==> src/rtl/gpio_regfront_pkg.sv <==
package gpio_regfront_pkg;
  localparam int AW   = 12;
  localparam int NCFG = 7;

  localparam int CFG_DIR   = 0;
  localparam int CFG_SENSE = 1;
  localparam int CFG_BOTH  = 2;
  localparam int CFG_EVENT = 3;
  localparam int CFG_MASK  = 4;
  localparam int CFG_ALTFN = 5;
  localparam int CFG_AMSEL = 6;

  localparam logic [AW-1:0] RSV_BASIC = 12'h424;
  localparam logic [AW-1:0] RSV_EXT   = 12'h52C;
  localparam logic [AW-1:0] RSV_TOP   = 12'hFCC;
  localparam logic [AW-1:0] ID_LO     = 12'hFD0;

  function automatic logic [AW-1:0] cfg_offset(int idx);
    case (idx)
      CFG_DIR:   return 12'h400;
      CFG_SENSE: return 12'h404;
      CFG_BOTH:  return 12'h408;
      CFG_EVENT: return 12'h40C;
      CFG_MASK:  return 12'h410;
      CFG_ALTFN: return 12'h420;
      CFG_AMSEL: return 12'h528;
      default:   return 12'h000;
    endcase
  endfunction

  // Identification byte k of the table, computed rather than stored.
  function automatic logic [7:0] id_value(bit ext, logic [3:0] k);
    return (ext ? 8'h60 : 8'h30) + {4'h0, k};
  endfunction
endpackage

==> src/rtl/gpio_addr_decode.sv <==
module gpio_addr_decode
  import gpio_regfront_pkg::*;
#(
  parameter bit EXT = 1'b0,
  parameter int DW  = 8
) (
  input  logic [AW-1:0]   off,
  output logic            is_data,
  output logic [NCFG-1:0] cfg_hit,
  output logic            is_id,
  output logic            rd_ok,
  output logic            wr_ok
);
  localparam logic [AW-1:0] RSV_LO   = EXT ? RSV_EXT : RSV_BASIC;
  localparam logic [AW-1:0] DATA_LIM = AW'(1 << (DW + 2));

  logic in_rsv;
  logic any_cfg;

  for (genvar i = 0; i < NCFG; i++) begin : g_hit
    localparam bit LIVE = EXT || (i != CFG_AMSEL);
    assign cfg_hit[i] = LIVE && (off == cfg_offset(i));
  end

  always_comb begin
    is_data = off < DATA_LIM;
    in_rsv  = (off >= RSV_LO) && (off <= RSV_TOP);
    is_id   = off >= ID_LO;
    any_cfg = |cfg_hit;
    // Priority: data window, then reserved window, then ID table, then registers.
    rd_ok   = is_data || (!in_rsv && (is_id || any_cfg));
    wr_ok   = is_data || ((off < RSV_LO) && any_cfg);
  end
endmodule

==> src/rtl/gpio_cfg_store.sv <==
module gpio_cfg_store
  import gpio_regfront_pkg::*;
#(
  parameter bit EXT = 1'b0,
  parameter int DW  = 8
) (
  input  logic                     clk,
  input  logic                     rst_n,
  input  logic                     data_we,
  input  logic [DW-1:0]            data_mask,
  input  logic [NCFG-1:0]          cfg_we,
  input  logic [DW-1:0]            wdata,
  output logic [DW-1:0]            data_q,
  output logic [NCFG-1:0][DW-1:0]  cfg_q
);
  logic [DW-1:0] data_d;

  always_comb data_d = (data_q & ~data_mask) | (wdata & data_mask);

  always_ff @(posedge clk or negedge rst_n) begin
    if (!rst_n)       data_q <= '0;
    else if (data_we) data_q <= data_d;
  end

  for (genvar i = 0; i < NCFG; i++) begin : g_cfg
    if (i == CFG_AMSEL && !EXT) begin : g_absent
      assign cfg_q[i] = '0;
    end else begin : g_reg
      logic [DW-1:0] q;
      logic [DW-1:0] d;
      always_comb d = wdata;
      always_ff @(posedge clk or negedge rst_n) begin
        if (!rst_n)         q <= '0;
        else if (cfg_we[i]) q <= d;
      end
      assign cfg_q[i] = q;
    end
  end
endmodule

==> src/rtl/gpio_rd_mux.sv <==
module gpio_rd_mux
  import gpio_regfront_pkg::*;
#(
  parameter bit EXT = 1'b0,
  parameter int DW  = 8
) (
  input  logic [AW-1:0]            off,
  input  logic                     is_data,
  input  logic [NCFG-1:0]          cfg_hit,
  input  logic                     is_id,
  input  logic                     rd_ok,
  input  logic [DW-1:0]            data_q,
  input  logic [NCFG-1:0][DW-1:0]  cfg_q,
  output logic [DW-1:0]            rdata
);
  logic [3:0] id_k;

  always_comb begin
    id_k  = off[5:2] - 4'h4;
    rdata = '0;
    if (!rd_ok) begin
      rdata = '0;
    end else if (is_data) begin
      rdata = data_q & off[DW+1:2];
    end else if (is_id) begin
      rdata = DW'(id_value(EXT, id_k));
    end else begin
      for (int i = 0; i < NCFG; i++) begin
        if (cfg_hit[i]) rdata = rdata | cfg_q[i];
      end
    end
  end
endmodule

==> src/rtl/gpio_regfront.sv <==
module gpio_regfront
  import gpio_regfront_pkg::*;
#(
  parameter bit EXT = 1'b0,
  parameter int DW  = 8
) (
  input  logic          clk,
  input  logic          rst_n,
  input  logic          acc_valid,
  input  logic          acc_write,
  input  logic [AW-1:0] acc_offset,
  input  logic [DW-1:0] acc_wdata,
  output logic [DW-1:0] acc_rdata,
  output logic          err_pulse,
  output logic          upd_pulse,
  output logic [DW-1:0] reg_data,
  output logic [DW-1:0] reg_dir,
  output logic [DW-1:0] reg_sense,
  output logic [DW-1:0] reg_both,
  output logic [DW-1:0] reg_event,
  output logic [DW-1:0] reg_mask,
  output logic [DW-1:0] reg_altfn,
  output logic [DW-1:0] reg_amsel,
  output logic [DW-1:0] pad_out
);
  logic [1:0]                rs_q;
  logic                      rst_core_n;
  logic                      is_data, is_id, rd_ok, wr_ok;
  logic [NCFG-1:0]           cfg_hit;
  logic [NCFG-1:0]           cfg_we;
  logic                      data_we;
  logic [NCFG-1:0][DW-1:0]   cfg_q;
  logic [DW-1:0]             data_q;
  logic [DW-1:0]             mux_rdata;
  logic                      err_d, upd_d;

  // Reset: asserted asynchronously, released after two clean edges.
  always_ff @(posedge clk or negedge rst_n) begin
    if (!rst_n) rs_q <= '0;
    else        rs_q <= {rs_q[0], 1'b1};
  end
  assign rst_core_n = rs_q[1];

  gpio_addr_decode #(.EXT(EXT), .DW(DW)) dec_i (
    .off     (acc_offset),
    .is_data (is_data),
    .cfg_hit (cfg_hit),
    .is_id   (is_id),
    .rd_ok   (rd_ok),
    .wr_ok   (wr_ok)
  );

  always_comb begin
    data_we = acc_valid && acc_write && is_data;
    cfg_we  = (acc_valid && acc_write && wr_ok) ? cfg_hit : '0;
    err_d   = acc_valid && (acc_write ? !wr_ok : !rd_ok);
    upd_d   = acc_valid && acc_write && wr_ok;
  end

  gpio_cfg_store #(.EXT(EXT), .DW(DW)) store_i (
    .clk       (clk),
    .rst_n     (rst_core_n),
    .data_we   (data_we),
    .data_mask (acc_offset[DW+1:2]),
    .cfg_we    (cfg_we),
    .wdata     (acc_wdata),
    .data_q    (data_q),
    .cfg_q     (cfg_q)
  );

  gpio_rd_mux #(.EXT(EXT), .DW(DW)) mux_i (
    .off     (acc_offset),
    .is_data (is_data),
    .cfg_hit (cfg_hit),
    .is_id   (is_id),
    .rd_ok   (rd_ok),
    .data_q  (data_q),
    .cfg_q   (cfg_q),
    .rdata   (mux_rdata)
  );

  always_ff @(posedge clk or negedge rst_core_n) begin
    if (!rst_core_n) begin
      err_pulse <= 1'b0;
      upd_pulse <= 1'b0;
    end else begin
      err_pulse <= err_d;
      upd_pulse <= upd_d;
    end
  end

  assign acc_rdata = (acc_valid && !acc_write) ? mux_rdata : '0;
  assign reg_data  = data_q;
  assign reg_dir   = cfg_q[CFG_DIR];
  assign reg_sense = cfg_q[CFG_SENSE];
  assign reg_both  = cfg_q[CFG_BOTH];
  assign reg_event = cfg_q[CFG_EVENT];
  assign reg_mask  = cfg_q[CFG_MASK];
  assign reg_altfn = cfg_q[CFG_ALTFN];
  assign reg_amsel = cfg_q[CFG_AMSEL];
  assign pad_out   = data_q & cfg_q[CFG_DIR];
endmodule

==> config.mk <==
export PLATFORM = sky130hd
export DESIGN_NAME = gpio_regfront
export DESIGN_NICKNAME = d
export VERILOG_FILES = /design/src/rtl/gpio_regfront_pkg.sv /design/src/rtl/gpio_addr_decode.sv /design/src/rtl/gpio_cfg_store.sv /design/src/rtl/gpio_rd_mux.sv /design/src/rtl/gpio_regfront.sv
export SDC_FILE = /design/constraint.sdc
export NUM_CORES = 1
export LEC_CHECK = 0
export ABC_AREA = 1
export BUFFER_PORTS_ARGS = -buffer_cell sky130_fd_sc_hd__buf_2
export CAP_MARGIN = 20
export CORE_UTILIZATION = 53
export DETAILED_ROUTE_END_ITERATION = 16
export MAX_ROUTING_LAYER = met4
export PLACE_DENSITY = 0.81
export SYNTH_ARGS = -nofsm -noshare
export SYNTH_HDL_FRONTEND = slang
export SYNTH_SLANG_ARGS = --single-unit
export TNS_END_PERCENT = 20
==> constraint.sdc <==
create_clock -name clk -period 2.34 [get_ports clk]
set_input_delay 0.234 -clock clk [delete_from_list [all_inputs] [get_ports clk]]
set_output_delay 0.234 -clock clk [all_outputs]
set_load 0.005 [all_outputs]
==> results of run 1 <==
==> power by group through the flow <==
stage	clock (µW)	combinational [µW]	sequential [µW]
floorplan	0	160	1140
global placement	0	279	1140
detailed placement	0	284	1140
CTS	850	287	1120
global route	896	318	1120
finish	849	292	1120
==> path summary, 6_finish.rpt <==
path | end | slack (ns) | cells past startpoint
max | acc_rdata[4] | 0.17 | 14
max reg2reg | async pin | 1.45 | 1
max in group asynchronous | async pin | 1.45 | 1
min in group clk | err_pulse$_DFF_PN0_ | 0.23 | 4
min | rs_q[1]$_DFF_PN0_ | 0.20 | 2
min reg2reg | store_i.g_cfg[2].g_reg.q[4]$_DFFE_PN0P_ | 0.29 | 0
==> cell type report <==
type / instances / area (µm²) / share of cell area
multi-input combinational: 380 / 1950 / 0.430
sequential: 60 / 1500 / 0.332
timing repair buffer: 114 / 641 / 0.142
inverter: 37 / 139 / 0.0307
clock buffer: 10 / 138 / 0.0304
tap: 96 / 120 / 0.0265
clock inverter: 6 / 38.8 / 0.00857
==> critical path: cells and delay by family <==
kind / cells / cell delay [ns]
and+or+nand+nor: 9 / 1.06
buffers and inverters: 4 / 0.42
adders and majority gates: 1 / 0.21
==> cells in the mapped netlist <==
cell type and number:
nand2_1 173, nand4_1 62, dfrtp_1 60, nand3_1 39
inv_1 33, nor2_1 33, a21oi_1 15, buf_4 9
o21ai_0 7, buf_2 6, clkbuf_1 6, mux2_2 6
nand3_2 6, nor2_4 6, ha_1 5, nor2_2 5
nand2_4 4, buf_6 3, inv_2 3, conb_1 2
nand2_2 2, nor3_4 2, and3_1 1, buf_1 1
buf_8 1, clkinv_1 1, nand2_8 1, nor2_8 1
nor3_1 1, nor3b_1 1, o21ai_1 1
==> kinds of logic after synthesis <==
group / share of synthesized area
compound gates: 0.0309
other cells: 0.00201
buf+inv: 0.0835
mux: 0.0181
fa+ha+maj: 0.0168
flops: 0.403
simple gates: 0.446
==> per-stage QoR <==
step | hold WS, ns | utilization | instance area, µm²
after detailed placement | 0.0208 | 0.634 | 4310
after CTS | 0.193 | 0.662 | 4490
final | 0.198 | 0.666 | 4520
after global routing | 0.207 | 0.666 | 4520
after global placement | 0.0190 | 0.634 | 4310
after floorplan | -0.0616 | - | 3760
==> per-layer routing <==
metal	up-vias	share of wire	track usage	wire [µm]
met4	0	0.031	0.148	364
li1	1855	-	-	-
met5	-	0	-	0
met1	1885	0.43	0.482	5110
met3	34	0.084	0.0616	987
met2	228	0.45	0.504	5340
==> what timing repair did <==
action	4_1_cts	5_1_grt
hold endpoints to repair	2	0
endpoints found under the setup margin	0	7
setup buffers	0	2
resized for setup	0	1
hold buffers	1	0
==> flow_summary_export.csv, run 1 <==
group,metric,value,unit
status,outcome,"completed",
placed_design,dp.cells,684,
grt,grt_max_degree,51,
detailed_routing,vias,4002,
clock_tree,root_buffer,"clkbuf_8",
layout,antennaDiodeCount,0,
clock_tree,clockBufferDepth,2,
placed_design,preCtsSetupSlack,0.174,ns
pwr,power_frac_comb,0.129,
synth,synthCells,496,
critical_path,cp_max_fo,12,
critical_path,worst_path_most_repeated_cell,"nand2_1",
detailed_routing,dr.pass1.iters,5,
sta,tightest_slew,0.623,ns
pwr,p_total,2260,µW
pwr,power_switching,679,µW
synth,yosysTopAreaCell,"dfrtp_1",
pwr,pwr_density_cell,500,mW/mm²
die,start_util,0.549,
placed_design,place.port_buffers,97,
grt,grt_usage,0.348,
grt,grt_overflow,0,
critical_path,critPathLaunchType,"input pin",
critical_path,reg2reg_from,"rs_q[1]$_DFF_PN0_",
clock_tree,clk_latency,0.34,ns
layout,drive_gt1_frac,0.275,
pwr,leakage,0.00261,µW
clock_tree,htree_levels,3,
die,design.core.area,0.00679,mm²
critical_path,cp-end-kind,"primary output",
sta,finalSetupViolations,0,
layout,area_growth,21.3,%
detailed_routing,ant_nets,0,
synth,synth_area_leaders,"dfrtp_1 (40%), nand2_1 (17%), nand4_1 (10%), nand3_1 (5.2%), inv_1 (3.3%)",
critical_path,required,2.11,ns
sta,hold_viol,0,
synth,yosysWarnings,0,
detailed_routing,via_per_inst,5.69,
layout,final_cells,703,
layout,finalNetCount,631,
hold_path,worstHoldPathType,"in2async",
synth,synth_area,0.00373,mm²
sta,finalSetupTns,0,ns
die,row_count,30,
clock_tree,path_clk_slew,0.07,ns
layout,final_common_cell,"nand2_1",
layout,fillers,615,
clock_tree,cts_tree,"yes",
synth,ys_ff_latch,60,
critical_path,crit_arrival,1.94,ns
die,fp.dieW,85.9,µm
clock_tree,cts_made_buffers,9,
pwr,power.share.clock,0.375,
sta,final_max_slew_viol_count,0,
detailed_routing,routed_wl,11.8,mm
grt,grt_antenna_before_repair,0,
critical_path,crit_chain,"buf_2 > inv_1 > ha_1 > inv_1 > nor2_1 > nand2_4 > nor2_4 > nand2_1 > nand2_1 > nor2_1 > nand2_1 > nand2_1 > nor2_1 > buf_2",
sta,fin_ws,0.169,ns
synth,avgSynthCellArea,7.52,µm²
sta,skew,0.00972,ns
synth,synth_cell_types,31,
pwr,seq_power_share,0.495,
critical_path,critical_path.slowest_cell,"nor2_4",
critical_path,critPathKind,"in2out",
clock_tree,clkSinkCount,60,
pwr,vdd.ir_drop.worst,0.321,mV
pwr,intPower,1580,µW
die,pin_count,106,
detailed_routing,drtIter0Drc,308,
critical_path,critPathLaunch,"acc_offset[4]",
sta,post-route-period-util,0.928,
critical_path,max_stage_delay,0.27,ns
grt,grt_pass1_wl,18.9,mm
sta,maxSlewHeadroom,0.584,
detailed_routing,drc,0,
layout,layout_common_cells,"nand2_1 (173), buf_2 (97), nand4_1 (62)",
job,maxCapViolations,0,
sta,max_freq,461,MHz
synth,yosysSeqAreaShare,0.403,
pwr,switching_share,0.300,
sta,min_period,2.17,ns
die,die_y,85.9,µm
placed_design,gp_congestion,1.05,
placed_design,place_hpwl,8.70,mm
sta,rsz0062_at_grt,"no",
detailed_routing,detail_route.wl_per_cell,16.8,µm
grt,grt_pass1_vias,3743,
synth,synth_top_area_frac,0.403,
die,dieArea,0.00738,mm²
Note: power is estimated with default switching activity, not from simulation.
==> run 2: changes to the inputs <==
--- a/config.mk
+++ b/config.mk
@@ -8,6 +8,7 @@
 export ABC_AREA = 1
 export BUFFER_PORTS_ARGS = -buffer_cell sky130_fd_sc_hd__buf_2
 export CAP_MARGIN = 20
+export CORE_ASPECT_RATIO = 0.6
 export CORE_UTILIZATION = 53
 export DETAILED_ROUTE_END_ITERATION = 16
 export MAX_ROUTING_LAYER = met4
==> run 2 against run 1 <==
Against the previous run:
- sequential cell count unchanged
- final area rose by 2.3%
- via count about the same
- fmax grew 2.2%
- cell count shrank 1.0%
- combinational power increased by 3%
- worst hold slack got worse by 0.035 ns
- critical endpoint is now acc_rdata[0]
- register-to-register slack better by 0.06 ns
- largest power group is now clock
- largest cell class unchanged
- count of clock-buffer cells in the layout decreased by 1
- critical path depth down 2
- die area grew 0.15%
==> flow_summary_export.csv, run 2 (same netlist as run 1, synthesis figures left out) <==
group,metric,value,unit
status,outcome,"completed",
job,maxCapViolations,0,
critical_path,crit_arrival,1.89,ns
pwr,vdd.ir_drop.worst,0.479,mV
detailed_routing,via_per_inst,5.75,
pwr,intPower,2000,µW
die,fp.dieW,110,µm
clock_tree,root_buffer,"clkbuf_16",
detailed_routing,dr.pass1.iters,6,
sta,finalSetupViolations,0,
grt,grt_antenna_before_repair,0,
pwr,power_frac_comb,0.109,
layout,finalNetCount,633,
critical_path,cp_max_fo,10,
sta,whs,0.163,ns
detailed_routing,vias,4001,
pwr,pwr_density_cell,597,mW/mm²
placed_design,gp_congestion,0.968,
pwr,seq_power_share,0.403,
layout,fillers,592,
die,pin_count,106,
clock_tree,clk_latency,0.33,ns
grt,grt_overflow,0,
die,dieArea,0.00739,mm²
layout,seq_area,0.00150,mm²
critical_path,cp-end-kind,"primary output",
grt,grt_pass1_vias,3356,
pwr,power_switching,763,µW
critical_path,critPathKind,"in2out",
detailed_routing,drtIter0Drc,389,
die,row_count,23,
layout,multiInputGateArea,0.00195,mm²
grt,grt_pass1_wl,19.0,mm
sta,post-route-period-util,0.908,
placed_design,place.port_buffers,97,
clock_tree,cts_tree,"yes",
layout,final_common_cell,"nand2_1",
sta,rsz0062_at_grt,"no",
sta,final_max_slew_viol_count,0,
critical_path,critPathLaunchType,"input pin",
pwr,power.share.clock,0.488,
die,die_y,67.0,µm
pwr,switching_share,0.276,
clock_tree,path_clk_slew,0.06,ns
grt,grt_usage,0.372,
detailed_routing,detail_route.wl_per_cell,18.2,µm
detailed_routing,drc,0,
sta,skew,0.00246,ns
die,design.core.area,0.00673,mm²
layout,antennaDiodeCount,0,
detailed_routing,ant_nets,0,
pwr,leakage,0.00266,µW
critical_path,required,2.11,ns
clock_tree,cts_made_buffers,9,
layout,area_growth,24.1,%
layout,drive_gt1_frac,0.278,
die,start_util,0.554,
detailed_routing,routed_wl,12.6,mm
clock_tree,clkSinkCount,60,
placed_design,place_hpwl,9.52,mm
layout,layout_common_cells,"nand2_1 (173), buf_2 (97), nand4_1 (62)",
critical_path,ff2ff_setup_slack,1.51,ns
clock_tree,htree_levels,3,
sta,hold_viol,0,
sta,min_period,2.12,ns
sta,max_freq,471,MHz
hold_path,worstHoldPathType,"reg2async",
sta,finalSetupTns,0,ns
clock_tree,clockBufferDepth,2,
grt,grt_max_degree,56,
run 2: cell count changes in the layout (fill, tap and decap cells not counted):
cell | before | now
buf_12 | 2 | 0
buf_4 | 14 | 18
bufinv_16 | 0 | 1
clkbuf_16 | 0 | 9
clkbuf_8 | 10 | 0
clkinv_2 | 3 | 1
clkinv_4 | 0 | 1
clkinvlp_4 | 2 | 3
run 2: metrics by stage:
step / instance area [µm²] / total power (µW) / std cells / setup WS, ns / util
after floorplan: 3760 / 1290 / 503 / 0.546 / -
after global placement: 4310 / 1420 / 679 / 0.224 / 0.641
after detailed placement: 4310 / 1430 / 679 / 0.176 / 0.641
after CTS: 4620 / 2760 / 696 / 0.166 / 0.687
after global routing: 4630 / 2860 / 696 / 0.0432 / 0.687
final: 4630 / 2760 / 696 / 0.216 / 0.687
run 2: power by group through the flow:
| stage | clock network [µW] | registers [µW] | logic (µW) |
|---|---|---|---|
| after floorplan | 0 | 1140 | 160 |
| final | 1350 | 1110 | 300 |
| after detailed placement | 0 | 1130 | 293 |
| after global placement | 0 | 1130 | 290 |
| after global routing | 1410 | 1120 | 329 |
| after CTS | 1350 | 1110 | 296 |
run 2: worst max-delay path, cell delays in order:
cell     delay (ns)
buf_2          0.14
inv_1          0.10
ha_1           0.21
inv_1          0.07
nor2_1         0.10
nand2_1        0.16
nor2_4         0.26
nand2_1        0.09
nand3_1        0.14
nor2_1         0.06
a21oi_1        0.17
buf_2          0.15
run 2: cell type report:
cell class,instances,area share
sequential,60,0.325
clock buffer,9,0.0487
timing repair buffer,116,0.136
tap,87,0.0235
inverter,37,0.0300
multi-input combinational,380,0.420
clock inverter,7,0.0162
run 2: routing by layer:
metal  up-vias  track usage  wire, µm
met3        14        0.102      1250
met4         0       0.0822       139
met1      1897        0.563      6070
met5         -            -         0
met2       231        0.478      5190
li1       1859            -         -
run 2: what timing repair did:
item,4_1_cts,5_1_grt
resized for setup,0,1
hold buffers,1,0
endpoints found under the hold margin,2,0
setup endpoints to repair,0,3
setup buffers,0,0
run 2: worst paths after layout:
check                                        from  cells after the start                                       to
worst min register to register  rs_q[1]$_DFF_PN0_                      0                                async pin
worst min-delay path            rs_q[1]$_DFF_PN0_                      0                                async pin
worst max-delay path                acc_offset[4]                     12                             acc_rdata[0]
min in group clk                    acc_offset[7]                      3                                flip-flop
worst max register to register          flip-flop                      1                                flip-flop
max in group asynchronous       rs_q[1]$_DFF_PN0_                      1  store_i.g_cfg[1].g_reg.q[1]$_DFFE_PN0P_
==> run 3: changes to the inputs <==
--- a/config.mk
+++ b/config.mk
@@ -12,7 +12,7 @@
 export CORE_UTILIZATION = 53
 export DETAILED_ROUTE_END_ITERATION = 16
 export MAX_ROUTING_LAYER = met4
-export PLACE_DENSITY = 0.81
+export PLACE_DENSITY = 0.91
 export SYNTH_ARGS = -nofsm -noshare
 export SYNTH_HDL_FRONTEND = slang
 export SYNTH_SLANG_ARGS = --single-unit
==> run 3 against run 2 <==
Against the previous run:
- clock power up 14%
- largest power group unchanged
- critical path depth unchanged
- largest cell class unchanged
- global-route usage up 0.17 points
- die area is the same
- final area grew 1.0%
- clock skew hardly changed
- routed wire length is 0.34% higher
- critical path type unchanged
==> flow_summary_export.csv, run 3 (same netlist as run 1, synthesis figures left out) <==
group,metric,value,unit
detailed_routing,dr.pass1.iters,5,
clock_tree,cts_made_buffers,9,
detailed_routing,wl_met1,5.52,mm
detailed_routing,ant_nets,0,
grt,grt_max_degree,42,
layout,final_common_cell,"nand2_1",
pwr,leakage,0.00269,µW
sta,rsz0062_at_grt,"no",
layout,fillers,567,
detailed_routing,detail_route.wl_per_cell,18.2,µm
clock_tree,postCtsSetupBuffers,0,
sta,fin_ws,0.151,ns
clock_tree,clkSinkCount,60,
layout,multiInputGateArea,0.00195,mm²
critical_path,required,2.11,ns
clock_tree,clockBufferDepth,2,
critical_path,critical_path.slowest_cell,"nor2_4",
die,fp.dieW,110,µm
layout,seq_area,0.00150,mm²
clock_tree,clk_latency,0.33,ns
critical_path,rr_endpoint,"store_i.g_cfg[3].g_reg.q[2]$_DFFE_PN0P_",
pwr,pwr_density_cell,634,mW/mm²
critical_path,cp-end-kind,"primary output",
sta,skew,0.00284,ns
critical_path,ff2ff_setup_slack,1.30,ns
placed_design,place.port_buffers,97,
sta,tightest_slew,0.606,ns
layout,layout_common_cells,"nand2_1 (173), buf_2 (97), nand4_1 (62)",
die,dieArea,0.00739,mm²
layout,area_growth,25.3,%
sta,final_max_slew_viol_count,0,
placed_design,gp_congestion,0.956,
grt,grt_usage,0.373,
critical_path,reg2reg_from,"rs_q[1]$_DFF_PN0_",
hold_path,worstHoldPathType,"in2async",
critical_path,crit_chain,"buf_2 > inv_1 > ha_1 > inv_1 > nor2_1 > nand2_1 > nor2_4 > nand2_1 > nand3_1 > nor2_1 > a21oi_1 > buf_2",
detailed_routing,wl_met2,5.49,mm
grt,grt_overflow,0,
die,row_count,23,
sta,finalSetupViolations,0,
die,start_util,0.554,
critical_path,cp_num_buf_inv,4,
status,outcome,"completed",
critical_path,cp_max_fo,10,
placed_design,preCtsSetupSlack,0.166,ns
detailed_routing,routed_wl,12.7,mm
critical_path,rr_worst_depth,1,
detailed_routing,drc,0,
critical_path,max_stage_delay,0.27,ns
detailed_routing,via_per_inst,5.92,
clock_tree,cts_tree,"yes",
critical_path,cpLargestDelayFamily,"simple AND/OR/NAND/NOR gates",
clock_tree,root_buffer,"clkbuf_16",
sta,finalSetupTns,0,ns
layout,finalNetCount,633,
clock_tree,htree_levels,3,
layout,antennaDiodeCount,0,
job,maxCapViolations,0,
grt,grt_antenna_before_repair,0,
sta,min_period,2.19,ns
layout,drive_gt1_frac,0.278,
die,die_y,67.0,µm
sta,post-route-period-util,0.936,
critical_path,critPathKind,"in2out",
detailed_routing,vias,4121,
critical_path,crit_arrival,1.96,ns
critical_path,critPathLaunchType,"input pin",
sta,hold_viol,0,
placed_design,place_hpwl,9.49,mm
die,pin_count,106,
grt,grt_pass1_vias,3574,
sta,max_freq,457,MHz
sta,maxSlewHeadroom,0.596,
grt,grt_pass1_wl,19.3,mm
die,design.core.area,0.00673,mm²
detailed_routing,top_layer,"met4",
detailed_routing,wl_met3,1.54,mm
clock_tree,path_clk_slew,0.05,ns
detailed_routing,drtIter0Drc,432,
pwr,vdd.ir_drop.worst,0.526,mV
run 3: area by class of cell:
cell class,count,area share
inverters,37,0.0297
clock inverters,7,0.0262
multi-input cells,380,0.416
clock buffers,9,0.0482
well taps,87,0.0233
flip-flops and latches,60,0.321
repair buffers,116,0.135
run 3: worst max-delay path by stage:
stage / startpoint / endpoint / slack (ns) / cells past startpoint
4_1_cts: acc_offset[4] / acc_rdata[0] / 0.17 / 12
3_3_place_gp: acc_offset[4] / acc_rdata[6] / 0.21 / 12
3_5_place_dp: acc_offset[4] / acc_rdata[0] / 0.17 / 12
6_report: acc_offset[4] / acc_rdata[0] / 0.15 / 12
2_1_floorplan: rs_q[1]$_DFF_PN0_ / async pin / 0.55 / 0
5_1_grt: acc_offset[4] / acc_rdata[0] / 0.04 / 12
run 3: power by group:
group | switching, µW | internal [µW]
clock | 499 | 1040
combinational | 197 | 100
sequential | 46.8 | 1070
run 3: repair_timing:
| item | in CTS | in global routing |
|---|---|---|
| resized for setup | 0 | 1 |
| endpoints found under the setup margin | 0 | 3 |
| endpoints found under the hold margin | 2 | 0 |
| hold buffers | 1 | 0 |
run 3: metal layers:
layer / up-vias / track usage
met5: - / -
met4: 0 / 0.0789
met3: 20 / 0.114
met2: 268 / 0.526
met1: 1976 / 0.524
li1: 1857 / -
run 3: through the flow:
stage / cell area [µm²] / hold slack [ns] / util / power (µW) / cells
5_1_grt: 4670 / 0.222 / 0.694 / 3050 / 696
6_report: 4670 / 0.214 / 0.694 / 2960 / 696
4_1_cts: 4670 / 0.212 / 0.694 / 2960 / 696
3_3_place_gp: 4310 / 0.0190 / 0.641 / 1420 / 679
2_1_floorplan: 3760 / -0.0616 / - / 1290 / 503
3_5_place_dp: 4310 / 0.0215 / 0.641 / 1420 / 679
